`src/rtl/retrig_oneshot_pkg.sv`:
```
`timescale 1ns/1ps
package retrig_oneshot_pkg;
  // Strobes from control to the pulse counter.
  typedef struct packed {
    logic load;   // capture length and start or extend a pulse
    logic clear;  // empty the counter
  } dpStrobe_t;

  localparam int SYNC_STAGES = 2;
  localparam int IN_COUNT    = 3;
  // Bit order of the synchronised input vector.
  localparam int IDX_FALL  = 0;
  localparam int IDX_RISE  = 1;
  localparam int IDX_CLEAR = 2;
endpackage

```
`src/rtl/retrig_oneshot_sync.sv`:
```
`timescale 1ns/1ps
module retrig_oneshot_sync #(
  parameter int WIDTH  = 3,
  parameter int STAGES = 2,
  parameter logic [WIDTH-1:0] RST_VAL = '0
) (
  input  logic             clk,
  input  logic             rst,
  input  logic [WIDTH-1:0] asyncIn,
  output logic [WIDTH-1:0] syncOut,
  output logic [WIDTH-1:0] prevOut
);
  localparam int DEPTH = STAGES + 1;

  logic [WIDTH-1:0] stage [DEPTH];

  for (genvar g = 0; g < DEPTH; g++) begin : gStage
    if (g == 0) begin : gFirst
      always_ff @(posedge clk) begin
        if (rst) stage[g] <= RST_VAL;
        else     stage[g] <= asyncIn;
      end
    end else begin : gNext
      always_ff @(posedge clk) begin
        if (rst) stage[g] <= RST_VAL;
        else     stage[g] <= stage[g-1];
      end
    end
  end

  assign syncOut = stage[STAGES-1];
  assign prevOut = stage[STAGES];
endmodule

```
`src/rtl/retrig_oneshot_ctrl.sv`:
```
`timescale 1ns/1ps
module retrig_oneshot_ctrl
  import retrig_oneshot_pkg::*;
#(
  parameter int REC_CYCLES = 4
) (
  input  logic                clk,
  input  logic                rst,
  input  logic [IN_COUNT-1:0] syncIn,
  input  logic [IN_COUNT-1:0] prevIn,
  output dpStrobe_t           strobe
);
  localparam int REC_W = $clog2(REC_CYCLES + 1);
  localparam logic [REC_W-1:0] REC_LOAD = REC_W'(REC_CYCLES);

  logic fallS, riseS, clrS;
  logic fallP, riseP, clrP;
  logic fallEdge, riseEdge, armed;
  logic [REC_W-1:0] recCnt;

  assign fallS = syncIn[IDX_FALL];
  assign riseS = syncIn[IDX_RISE];
  assign clrS  = syncIn[IDX_CLEAR];
  assign fallP = prevIn[IDX_FALL];
  assign riseP = prevIn[IDX_RISE];
  assign clrP  = prevIn[IDX_CLEAR];

  assign fallEdge = fallP & ~fallS & riseS;
  assign riseEdge = ~riseP & riseS & ~fallS;

  // Recovery window: held full while clear is low, drains after release.
  always_ff @(posedge clk) begin
    if (rst)                 recCnt <= '0;
    else if (!clrS)          recCnt <= REC_LOAD;
    else if (recCnt != '0)   recCnt <= recCnt - 1'b1;
  end

  assign armed        = clrS && (recCnt == '0);
  assign strobe.load  = armed && (fallEdge || riseEdge);
  assign strobe.clear = ~clrS;

  AST_RELEASE_NO_LOAD: assert property (@(posedge clk) disable iff (rst)
    (clrS && !clrP) |-> !strobe.load);
  AST_RECOVER_TICKS: assert property (@(posedge clk) disable iff (rst)
    (clrS && recCnt != '0) |=> (recCnt == $past(recCnt) - 1'b1));
endmodule

```
`src/rtl/retrig_oneshot_dp.sv`:
```
`timescale 1ns/1ps
module retrig_oneshot_dp
  import retrig_oneshot_pkg::*;
#(
  parameter int LEN_W = 16
) (
  input  logic             clk,
  input  logic             rst,
  input  dpStrobe_t        strobe,
  input  logic [LEN_W-1:0] pulseLen,
  output logic             pulseActive
);
  logic [LEN_W-1:0] count;
  logic [LEN_W-1:0] lenEff;

  assign lenEff = (pulseLen == '0) ? LEN_W'(1) : pulseLen;

  always_ff @(posedge clk) begin
    if (rst)                count <= '0;
    else if (strobe.clear)  count <= '0;
    else if (strobe.load)   count <= lenEff;
    else if (count != '0)   count <= count - 1'b1;
  end

  assign pulseActive = (count != '0);

  AST_CLEAR_EMPTIES: assert property (@(posedge clk) disable iff (rst)
    strobe.clear |=> !pulseActive);
  AST_LOAD_ARMS: assert property (@(posedge clk) disable iff (rst)
    strobe.load |=> pulseActive);
  AST_COUNT_DOWN: assert property (@(posedge clk) disable iff (rst)
    (count > LEN_W'(1) && !strobe.load && !strobe.clear)
      |=> (count == $past(count) - 1'b1));
endmodule

```
`src/rtl/retrig_oneshot.sv`:
```
`timescale 1ns/1ps
module retrig_oneshot
  import retrig_oneshot_pkg::*;
#(
  parameter int LEN_W      = 16,
  parameter int REC_CYCLES = 4
) (
  input  logic             clk,
  input  logic             rst,
  input  logic             trigFallN,
  input  logic             trigRise,
  input  logic             clearN,
  input  logic [LEN_W-1:0] pulseLen,
  output logic             pulseOut,
  output logic             pulseOutN
);
  // Reset values match idle levels so reset creates no edge or clear.
  localparam logic [IN_COUNT-1:0] SYNC_RST = 3'b101;

  logic [IN_COUNT-1:0] rawIn, syncIn, prevIn;
  dpStrobe_t strobe;
  logic pulseActive;

  assign rawIn = {clearN, trigRise, trigFallN};

  retrig_oneshot_sync #(
    .WIDTH(IN_COUNT), .STAGES(SYNC_STAGES), .RST_VAL(SYNC_RST)
  ) u_sync (
    .clk(clk), .rst(rst), .asyncIn(rawIn), .syncOut(syncIn), .prevOut(prevIn)
  );

  retrig_oneshot_ctrl #(.REC_CYCLES(REC_CYCLES)) u_ctrl (
    .clk(clk), .rst(rst), .syncIn(syncIn), .prevIn(prevIn), .strobe(strobe)
  );

  retrig_oneshot_dp #(.LEN_W(LEN_W)) u_dp (
    .clk(clk), .rst(rst), .strobe(strobe), .pulseLen(pulseLen),
    .pulseActive(pulseActive)
  );

  assign pulseOut  = pulseActive;
  assign pulseOutN = ~pulseActive;
endmodule

```
`config.mk`:
```
export PLATFORM = sky130hd
export DESIGN_NAME = retrig_oneshot
export DESIGN_NICKNAME = d
export VERILOG_FILES = /design/src/rtl/retrig_oneshot_pkg.sv /design/src/rtl/retrig_oneshot_sync.sv /design/src/rtl/retrig_oneshot_ctrl.sv /design/src/rtl/retrig_oneshot_dp.sv /design/src/rtl/retrig_oneshot.sv
export SDC_FILE = /design/constraint.sdc
export NUM_CORES = 1
export LEC_CHECK = 0
export BUFFER_PORTS_ARGS = -buffer_cell sky130_fd_sc_hd__buf_4
export CAP_MARGIN = 10
export CORE_ASPECT_RATIO = 0.5
export CORE_MARGIN = 2
export CORE_UTILIZATION = 49
export DETAILED_ROUTE_END_ITERATION = 8
export MAX_ROUTING_LAYER = met4
export PLACE_DENSITY = 0.74
export SYNTH_ARGS = -nofsm -noshare
export SYNTH_HDL_FRONTEND = slang
export SYNTH_SLANG_ARGS = --single-unit
```
`constraint.sdc`:
```
create_clock -name clk -period 2 [get_ports clk]
set_input_delay 0.1 -clock clk [delete_from_list [all_inputs] [get_ports clk]]
set_output_delay 0.1 -clock clk [all_outputs]
set_load 0.005 [all_outputs]
```
==> flow_metrics.env, run 1 <==
export IMPL_syn_avg_cell_area_sq_um=8.868
export IMPL_grt_first_pass_wirelength_mm=5.340
export IMPL_clock_fmax_ghz=0.4650
export IMPL_initial_core_util_pct=51.41
export IMPL_totalWireLength_mm=3.517
export IMPL_area_growth_pct=43.47
export IMPL_fp_dieW_microns=77.44
export IMPL_final_layout_size_suffix_gt1_share_pct=40.93
export IMPL_row_count=13
export IMPL_status="finished, violations left"
export IMPL_dp_hpwl_mm=2.346
export IMPL_antenna_diode_count=0
export IMPL_hold_path_depth=2
export IMPL_core_sq_um=2570
export IMPL_ios=23
export IMPL_numPortBuffers=22
export IMPL_dp_cells=217
export IMPL_syn_area_sq_um=1321
export IMPL_clock_latency_ns=0.28
export IMPL_cap_violations=0
export IMPL_max_vdd_ir_drop_v=0.0007969
export IMPL_muxShareOfSynthArea_pct=2.273
export IMPL_firstDrtPassIters=5
export IMPL_placed_cell_area_sq_um=1692
export IMPL_synth_fa_ha_area_share_pct=3.788
export IMPL_die_h_microns=40.72
export IMPL_antenna_found_initial=0
export IMPL_hp_class="in2reg"
export IMPL_power_total_mw=3.322
export IMPL_synth_xor_area_share_pct=7.292
export IMPL_ys_seq_area_share_pct=40.91
export IMPL_synth_top_cell_area_share_pct=40.91
export IMPL_vias=1270
export IMPL_worst_slew_pin_slew_ns=0.6615
export IMPL_final_cells=230
export IMPL_clk_path_buf_depth=2
export IMPL_grt_pass1_vias=1136
export IMPL_hold_viol_final=0
export IMPL_violations="setup timing"
export IMPL_yosysWarningCount=0
export IMPL_ant_nets=0
export IMPL_gr_total_overflow=0
export IMPL_fin_nets=219
export IMPL_clock_skew_ns=0.004289
export IMPL_synth_top_area_cell="dfxtp_1"
export IMPL_drt_initial_drc_count=36
export IMPL_post_route_period_util_pct=107.5
export IMPL_synthSimpleGateAreaFrac_pct=25.85
export IMPL_cts_root_buf="clkbuf_8"
export IMPL_cts_sinks=27
export IMPL_drc=0
export IMPL_finalSetupViolCount=15
export IMPL_rsz0062_at_grt="yes"
export IMPL_p_leak_nw=0.7636
export IMPL_viasPerCell=5.522
export IMPL_clk_pin_slew_ns=0.10
export IMPL_synth_top_family_by_area="simple AND/OR/NAND/NOR gates"
export IMPL_cts_tree="done"
export IMPL_cp_data_required_time_ns=2.17
export IMPL_worst_setup_path_type="reg2reg"
export IMPL_rr_worst_depth=8
export IMPL_finalCriticalPeriod_ns=2.151
export IMPL_wl_per_cell_microns=15.29
export IMPL_final_area_sq_um=1896
export IMPL_die_area_sq_um=3153
export IMPL_synth_area_leaders="dfxtp_1 (41%), xor2_1 (4.6%), ha_1 (3.8%)"
export IMPL_slew_violations=0
export IMPL_cp_start_kind="flip-flop"
export IMPL_power_density_nw_per_um2=1752
export IMPL_crit_arrival_ns=2.32
export IMPL_htree_num_levels=1
export IMPL_gp_congestion=0.8430
export IMPL_ys_seq_elements=27
export IMPL_crit_path_end_kind="flip-flop"
export IMPL_synth_compound_area_share_pct=15.81
export IMPL_syn_inst=149
export IMPL_setup_tns_ns=-1.011
export IMPL_syn_nets=174
export IMPL_n_fill_cell=205
export IMPL_slew_headroom_pct=55.90
export IMPL_synth_cell_types=39
export IMPL_grt_total_usage_pct=23.91
export IMPL_grt_max_degree=18
export IMPL_path_max_fanout=6
export IMPL_setup_ws_ns=-0.1505
export IMPL_cts_buffers=3
## flip-flops by register name, summed over array words and instances, names as in the netlist
| name | flops |
|---|---|
| u_dp.count | 16 |
| u_sync.stage | 8 |
| u_ctrl.recCnt | 3 |
## synth_stat cells, drive strengths merged
master	number
dfxtp	27
nor2	12
inv	9
nand2	9
o21ai	8
a21oi	7
nor4	7
xor2	7
nand3	6
a221oi	5
nor2b	5
or2	5
clkbuf	4
ha	4
nor3	4
o31ai	4
xnor2	4
a211oi	3
mux2i	3
or4	3
a31o	1
a31oi	1
and3	1
and4	1
and4b	1
buf	1
nand2b	1
nand4	1
nand4b	1
nor3b	1
o21a	1
o31a	1
or3b	1
## per-layer routing
layer  track usage [%]  vias up  wire length, microns
li1                  -      625                     -
met1             26.29      610                  1549
met2             46.52       31                  1804
met3             5.727        4                   149
met4             6.250        0                    14
met5                 -        -                     0
## timing repair
action	in CTS	in global routing
pin swaps	7	7
resized for setup	6	9
hold buffers	2	0
buffers inserted	5	2
endpoints found under the setup margin	12	18
endpoints found under the hold margin	2	0
## kinds of logic after synthesis
kind of cell | count (synthesis)
fa+ha+maj | 4
simple gates | 59
flops | 27
compound gates | 31
xor+xnor | 11
mux | 3
buf+inv | 14
## final cells by class
type / count / area, sq um / share of cell area (%)
Multi-Input combinational cell: 108 / 852.1 / 44.95
Sequential cell: 27 / 543.0 / 28.65
Timing Repair Buffer: 45 / 370.4 / 19.54
Tap cell: 37 / 46.29 / 2.442
Clock buffer: 3 / 41.29 / 2.178
Inverter: 9 / 33.78 / 1.782
Clock inverter: 1 / 8.758 / 0.4620
## critical path, stage by stage, from the launching register on
cell      delay (ns)
dfxtp_2         0.34
inv_2           0.07
ha_4            0.13
or3b_4          0.37
or4_4           0.49
buf_4           0.17
a21oi_1         0.14
a21oi_1         0.08
a211oi_1        0.25
## power by group
group | leakage, nW | total, mW | switching, mW | internal [mW]
logic | 0.515 | 2.12 | 1.03 | 1.09
registers | 0.222 | 0.874 | 0.174 | 0.700
clock network | 0.0261 | 0.332 | 0.185 | 0.147
total | 0.764 | 3.32 | 1.39 | 1.93
## path summary, 6_finish.rpt
| check | startpoint | end | slack (ns) |
|---|---|---|---|
| min reg2reg | u_sync.stage[0][2] | u_sync.stage[1][2] | 0.43 |
| min | trigRise | u_sync.stage[0][1] | 0.02 |
| max reg2reg | u_dp.count[0] | u_dp.count[6] | -0.15 |
| max | u_dp.count[0] | u_dp.count[6] | -0.15 |
## layout by cell type (no fill, tap or decap), types with 3 or more instances in the layout
master	netlist	routed
a21oi_1	7	7
a221oi_2	1	5
buf_4	0	38
buf_6	0	4
clkbuf_8	0	3
dfxtp_1	27	25
ha_1	4	3
inv_1	8	6
inv_2	1	3
mux2i_1	3	3
nand2_1	9	8
nand3_1	5	5
nor2_1	11	11
nor2b_1	5	5
nor4_1	6	5
o21ai_0	7	7
or2_2	5	5
xnor2_1	4	4
xor2_1	7	7
## stage by stage
step	hold slack (ns)	utilization, %	worst slack (ns)
3_3_place_gp	0.2855	65.82	-0.03174
5_1_grt	0.03514	73.76	-0.2840
2_1_floorplan	0.2038	-	-0.1219
4_1_cts	0.02228	71.13	-0.1241
3_5_place_dp	0.2910	65.82	-0.09063
6_report	0.02298	73.76	-0.1505
No activity file was read; power rests on OpenSTA's default activity.
==> inputs of run 2 (changes only) <==
--- a/config.mk
+++ b/config.mk
@@ -9,10 +9,10 @@
 export CAP_MARGIN = 10
 export CORE_ASPECT_RATIO = 0.5
 export CORE_MARGIN = 2
-export CORE_UTILIZATION = 49
+export CORE_UTILIZATION = 50
 export DETAILED_ROUTE_END_ITERATION = 8
 export MAX_ROUTING_LAYER = met4
-export PLACE_DENSITY = 0.74
+export PLACE_DENSITY = 0.72
 export SYNTH_ARGS = -nofsm -noshare
 export SYNTH_HDL_FRONTEND = slang
 export SYNTH_SLANG_ARGS = --single-unit
==> constraint.sdc (replaced) <==
create_clock -name clk -period 2.2 [get_ports clk]
set_input_delay 0.11 -clock clk [delete_from_list [all_inputs] [get_ports clk]]
set_output_delay 0.11 -clock clk [all_outputs]
set_load 0.005 [all_outputs]
==> flow_metrics.env, run 2 (synthesis gave the netlist of run 1 again) <==
export IMPL_die_h_microns=40.35
export IMPL_cts_tree="done"
export IMPL_fin_nets=209
export IMPL_gp_congestion=0.8802
export IMPL_clk_pin_slew_ns=0.10
export IMPL_clock_latency_ns=0.28
export IMPL_initial_core_util_pct=51.74
export IMPL_p_leak_nw=0.6852
export IMPL_clk_path_buf_depth=2
export IMPL_totalWireLength_mm=2.965
export IMPL_reg_top3="u_dp.count (16), u_sync.stage (8), u_ctrl.recCnt (3)"
export IMPL_finalSetupViolCount=0
export IMPL_grt_pass1_vias=1067
export IMPL_row_count=13
export IMPL_drc=0
export IMPL_clock_skew_ns=0.004926
export IMPL_area_growth_pct=28.50
export IMPL_mostFrequentLayoutCell="buf_4"
export IMPL_clock_fmax_ghz=0.4681
export IMPL_drt_initial_drc_count=57
export IMPL_dp_hpwl_mm=2.177
export IMPL_viasPerCell=5.464
export IMPL_cts_sinks=27
export IMPL_worst_slew_pin_slew_ns=0.4999
export IMPL_wl_per_cell_microns=13.48
export IMPL_cp_data_required_time_ns=2.09
export IMPL_gr_total_overflow=0
export IMPL_antenna_found_initial=0
export IMPL_cts_root_buf="clkbuf_8"
export IMPL_placed_cell_area_sq_um=1588
export IMPL_slew_violations=0
export IMPL_htree_num_levels=1
export IMPL_fp_dieW_microns=76.70
export IMPL_crit_path_end_kind="primary output"
export IMPL_rsz0062_at_grt="yes"
export IMPL_max_vdd_ir_drop_v=0.0006959
export IMPL_antenna_diode_count=0
export IMPL_power_density_nw_per_um2=1500
export IMPL_final_layout_size_suffix_gt1_share_pct=32.79
export IMPL_firstDrtPassIters=4
export IMPL_power_total_mw=2.546
export IMPL_grt_total_usage_pct=21.47
export IMPL_numPortBuffers=22
export IMPL_hold_buffers=0
export IMPL_grt_max_degree=17
export IMPL_core_sq_um=2554
export IMPL_regMostFlops="u_dp.count"
export IMPL_cts_buffers=3
export IMPL_slew_headroom_pct=66.67
export IMPL_finalCriticalPeriod_ns=2.136
export IMPL_vias=1202
export IMPL_path_max_fanout=7
export IMPL_hold_viol_final=0
export IMPL_hp_class="in2reg"
export IMPL_crit_arrival_ns=2.03
export IMPL_ant_nets=0
export IMPL_status="complete, no violations"
export IMPL_grt_first_pass_wirelength_mm=4.767
export IMPL_final_area_sq_um=1698
export IMPL_die_area_sq_um=3095
export IMPL_worst_setup_path_type="reg2out"
export IMPL_cp_start_kind="flip-flop"
export IMPL_largest_register_ffs=16
export IMPL_post_route_period_util_pct=97.11
export IMPL_ios=23
export IMPL_layout_common_cells="buf_4 (32), dfxtp_1 (25), nor2_1 (11)"
export IMPL_cap_violations=0
==> run 2: worst paths after layout <==
check                                         from                  to  slack, ns  cells past startpoint
worst max-delay path                 u_dp.count[1]           pulseOutN       0.06                      7
worst min-delay path                     trigFallN  u_sync.stage[0][0]       0.01                      2
worst max register to register       u_dp.count[1]       u_dp.count[8]       0.09                      6
worst min register to register  u_sync.stage[0][0]  u_sync.stage[1][0]       0.42                      1
==> run 2: repair_timing <==
item                       CTS  global route
setup endpoints to repair   10            12
gates resized for setup      6             7
buffers inserted             2             1
pin swaps                    2             3
==> run 2: critical path, cell delays in order (launching register included) <==
cell     delay (ns)
dfxtp_2        0.34
inv_2          0.07
ha_4           0.13
or3b_4         0.37
or4_4          0.49
nor2_4         0.17
buf_6          0.12
buf_6          0.08
==> run 2: layout make-up <==
| type | count | area [sq um] |
|---|---|---|
| inverters | 9 | 33.78 |
| clock inverters | 1 | 7.507 |
| well taps | 37 | 46.29 |
| flip-flops and latches | 27 | 543.0 |
| repair buffers | 35 | 274.0 |
| fillers | 212 | 855.8 |
| clock buffers | 3 | 41.29 |
| multi-input cells | 108 | 752.0 |
==> run 2: power by group <==
part           internal (mW)  switching [mW]  total, mW
clock network          0.129           0.161      0.290
logic                  0.779           0.709       1.49
registers              0.637           0.132      0.769
==> run 2: routing by layer <==
| layer | routed length, microns | vias to the layer above | global-route usage (%) | part of all wire [%] |
|---|---|---|---|---|
| li1 | - | 604 | - | - |
| met1 | 1363 | 553 | 25.71 | 46 |
| met2 | 1371 | 43 | 35.53 | 46 |
| met3 | 219 | 2 | 7.432 | 7.4 |
| met4 | 10 | 0 | 6.364 | 0.34 |
| met5 | 0 | - | - | 0 |
==> run 2: per-stage QoR <==
step	instances	TNS, ns	utilization, %	hold slack [ns]	setup slack (ns)
3_3_place_gp	213	0	62.18	0.2948	0.01905
5_1_grt	220	-0.01594	66.49	0.003794	-0.01223
4_1_cts	219	0	65.51	0.003482	0.005435
6_report	220	0	66.49	0.01294	0.06352
2_1_floorplan	149	0	-	0.2138	0.03424
3_5_place_dp	213	-0.09499	62.18	0.2997	-0.02156
==> inputs of run 3 (changes only) <==
--- a/config.mk
+++ b/config.mk
@@ -7,7 +7,7 @@
 export LEC_CHECK = 0
 export BUFFER_PORTS_ARGS = -buffer_cell sky130_fd_sc_hd__buf_4
 export CAP_MARGIN = 10
-export CORE_ASPECT_RATIO = 0.5
+export CORE_ASPECT_RATIO = 1.25
 export CORE_MARGIN = 2
 export CORE_UTILIZATION = 50
 export DETAILED_ROUTE_END_ITERATION = 8
==> flow_metrics.env, run 3 (synthesis gave the netlist of run 1 again) <==
export IMPL_grt_first_pass_wirelength_mm=5.609
export IMPL_rsz0062_at_grt="yes"
export IMPL_holdWs_ns=0.02383
export IMPL_hp_class="in2reg"
export IMPL_clock_fmax_ghz=0.4536
export IMPL_worst_setup_path_type="reg2out"
export IMPL_dp_hpwl_mm=2.416
export IMPL_initial_core_util_pct=53.33
export IMPL_clk_path_buf_depth=2
export IMPL_cts_buffers=3
export IMPL_antenna_found_initial=0
export IMPL_violations="setup timing"
export IMPL_gp_congestion=0.9005
export IMPL_max_vdd_ir_drop_v=0.0008075
export IMPL_core_sq_um=2477
export IMPL_vias=1289
export IMPL_cts_sinks=27
export IMPL_cap_violations=0
export IMPL_crit_family="simple AND/OR/NAND/NOR gates"
export IMPL_crit_slowest_cell="or4_4"
export IMPL_die_area_sq_um=3073
export IMPL_crit_path_end_kind="primary output"
export IMPL_drt_initial_drc_count=37
export IMPL_mostFrequentLayoutCell="buf_4"
export IMPL_cp_cell_sequence="inv_2 > ha_4 > or3b_4 > or4_4 > nor2_4 > buf_6 > buf_6"
export IMPL_clk_pin_slew_ns=0.14
export IMPL_post_route_period_util_pct=100.2
export IMPL_regMostFlops="u_dp.count"
export IMPL_power_density_nw_per_um2=1521
export IMPL_setup_ws_ns=-0.004822
export IMPL_cp_start_kind="flip-flop"
export IMPL_ant_nets=0
export IMPL_layout_common_cells="buf_4 (36), dfxtp_1 (25), nor2_1 (10)"
export IMPL_grt_max_degree=15
export IMPL_numPortBuffers=22
export IMPL_crit_arrival_ns=2.09
export IMPL_antenna_diode_count=0
export IMPL_slew_violations=0
export IMPL_viasPerCell=5.704
export IMPL_hold_viol_final=0
export IMPL_final_layout_size_suffix_gt1_share_pct=34.72
export IMPL_final_area_sq_um=1777
export IMPL_wl_per_cell_microns=15.73
export IMPL_setup_tns_ns=-0.004822
export IMPL_fp_dieW_microns=49.98
export IMPL_finalCriticalPeriod_ns=2.205
export IMPL_clock_latency_ns=0.33
export IMPL_worst_slew_pin_slew_ns=0.5131
export IMPL_reg_top3="u_dp.count (16), u_sync.stage (8), u_ctrl.recCnt (3)"
export IMPL_status="finished, violations left"
export IMPL_area_growth_pct=34.47
export IMPL_grt_total_usage_pct=25.32
export IMPL_totalWireLength_mm=3.554
export IMPL_placed_cell_area_sq_um=1598
export IMPL_cts_root_buf="clkbuf_4"
export IMPL_cp_data_required_time_ns=2.09
export IMPL_max_stage_delay_ns=0.47
export IMPL_gr_total_overflow=0
export IMPL_finalSetupViolCount=1
export IMPL_grt_pass1_vias=1313
export IMPL_fin_nets=219
export IMPL_die_h_microns=61.48
export IMPL_ios=23
export IMPL_largest_register_ffs=16
export IMPL_p_leak_nw=0.7297
export IMPL_drc=0
export IMPL_crit_buf_inv=3
export IMPL_firstDrtPassIters=4
export IMPL_path_max_fanout=3
export IMPL_clock_skew_ns=0.004351
export IMPL_slew_headroom_pct=65.79
export IMPL_row_count=20
export IMPL_htree_num_levels=1
export IMPL_cts_tree="done"
export IMPL_path_common_cell="buf_6"
==> run 3: cell count changes in the layout (fill, tap and decap cells not counted), moves of 3 or more <==
cell | before | now
dlygate4sd3_1 | 0 | 5
buf_4 | 32 | 36
clkbuf_4 | 0 | 3
clkbuf_8 | 3 | 0
==> run 3: per-layer routing <==
metal | vias to the layer above | global-route usage (%) | share of wire, %
li1 | 627 | - | -
met1 | 607 | 25.30 | 40
met2 | 45 | 48.50 | 54
met3 | 10 | 2.427 | 3.5
met4 | 0 | 13.89 | 2.4
met5 | - | - | 0
==> run 3: worst paths after layout <==
check / depth (start not counted) / to / slack, ns / from
worst max-delay path: 7 / pulseOutN / -0.005 / u_dp.count[0]
worst min register to register: 1 / u_sync.stage[1][2] / 0.43 / u_sync.stage[0][2]
worst max register to register: 8 / u_dp.count[1] / 0.06 / u_dp.count[0]
worst min-delay path: 3 / u_dp.count[11] / 0.02 / pulseLen[11]
==> run 3: final cells by class <==
class                      count  area [sq um]
fill                         204         700.7
tap                           33         41.29
sequential                    27         543.0
inverter                       9         33.78
timing repair buffer          45         365.4
multi-input combinational    108         767.0
clock buffer                   4         26.28
==> run 3: where the power goes <==
group	internal, mW	total, mW	switching, mW
Combinational	0.892	1.71	0.818
Sequential	0.636	0.776	0.139
Clock	0.0712	0.217	0.146
Total	1.60	2.70	1.10
==> run 3: tightest hold or removal path, cell delays in order <==
cell,delay [ns]
buf_4,0.09
nand3_1,0.06
o31ai_1,0.07
==> run 3: per-stage QoR <==
stage | worst slack, ns | cells | utilization, % | total power, mW
finish | -0.004822 | 226 | 71.72 | 2.703
CTS | -0.006288 | 224 | 70.15 | 2.597
detailed placement | -0.02788 | 211 | 64.49 | 2.197
global placement | 0.01335 | 211 | 64.49 | 2.147
global route | -0.05299 | 226 | 71.72 | 2.886
floorplan | 0.03424 | 149 | - | 1.694
==> run 3: what timing repair did <==
item                                    in CTS  in global routing
hold buffers                                 5                  0
gates cloned                                 0                  0
gates resized for setup                     11                  7
endpoints found under the setup margin      13                 14
pin swaps                                    5                  2
hold endpoints to repair                     6                  0
setup buffers                                5                  2
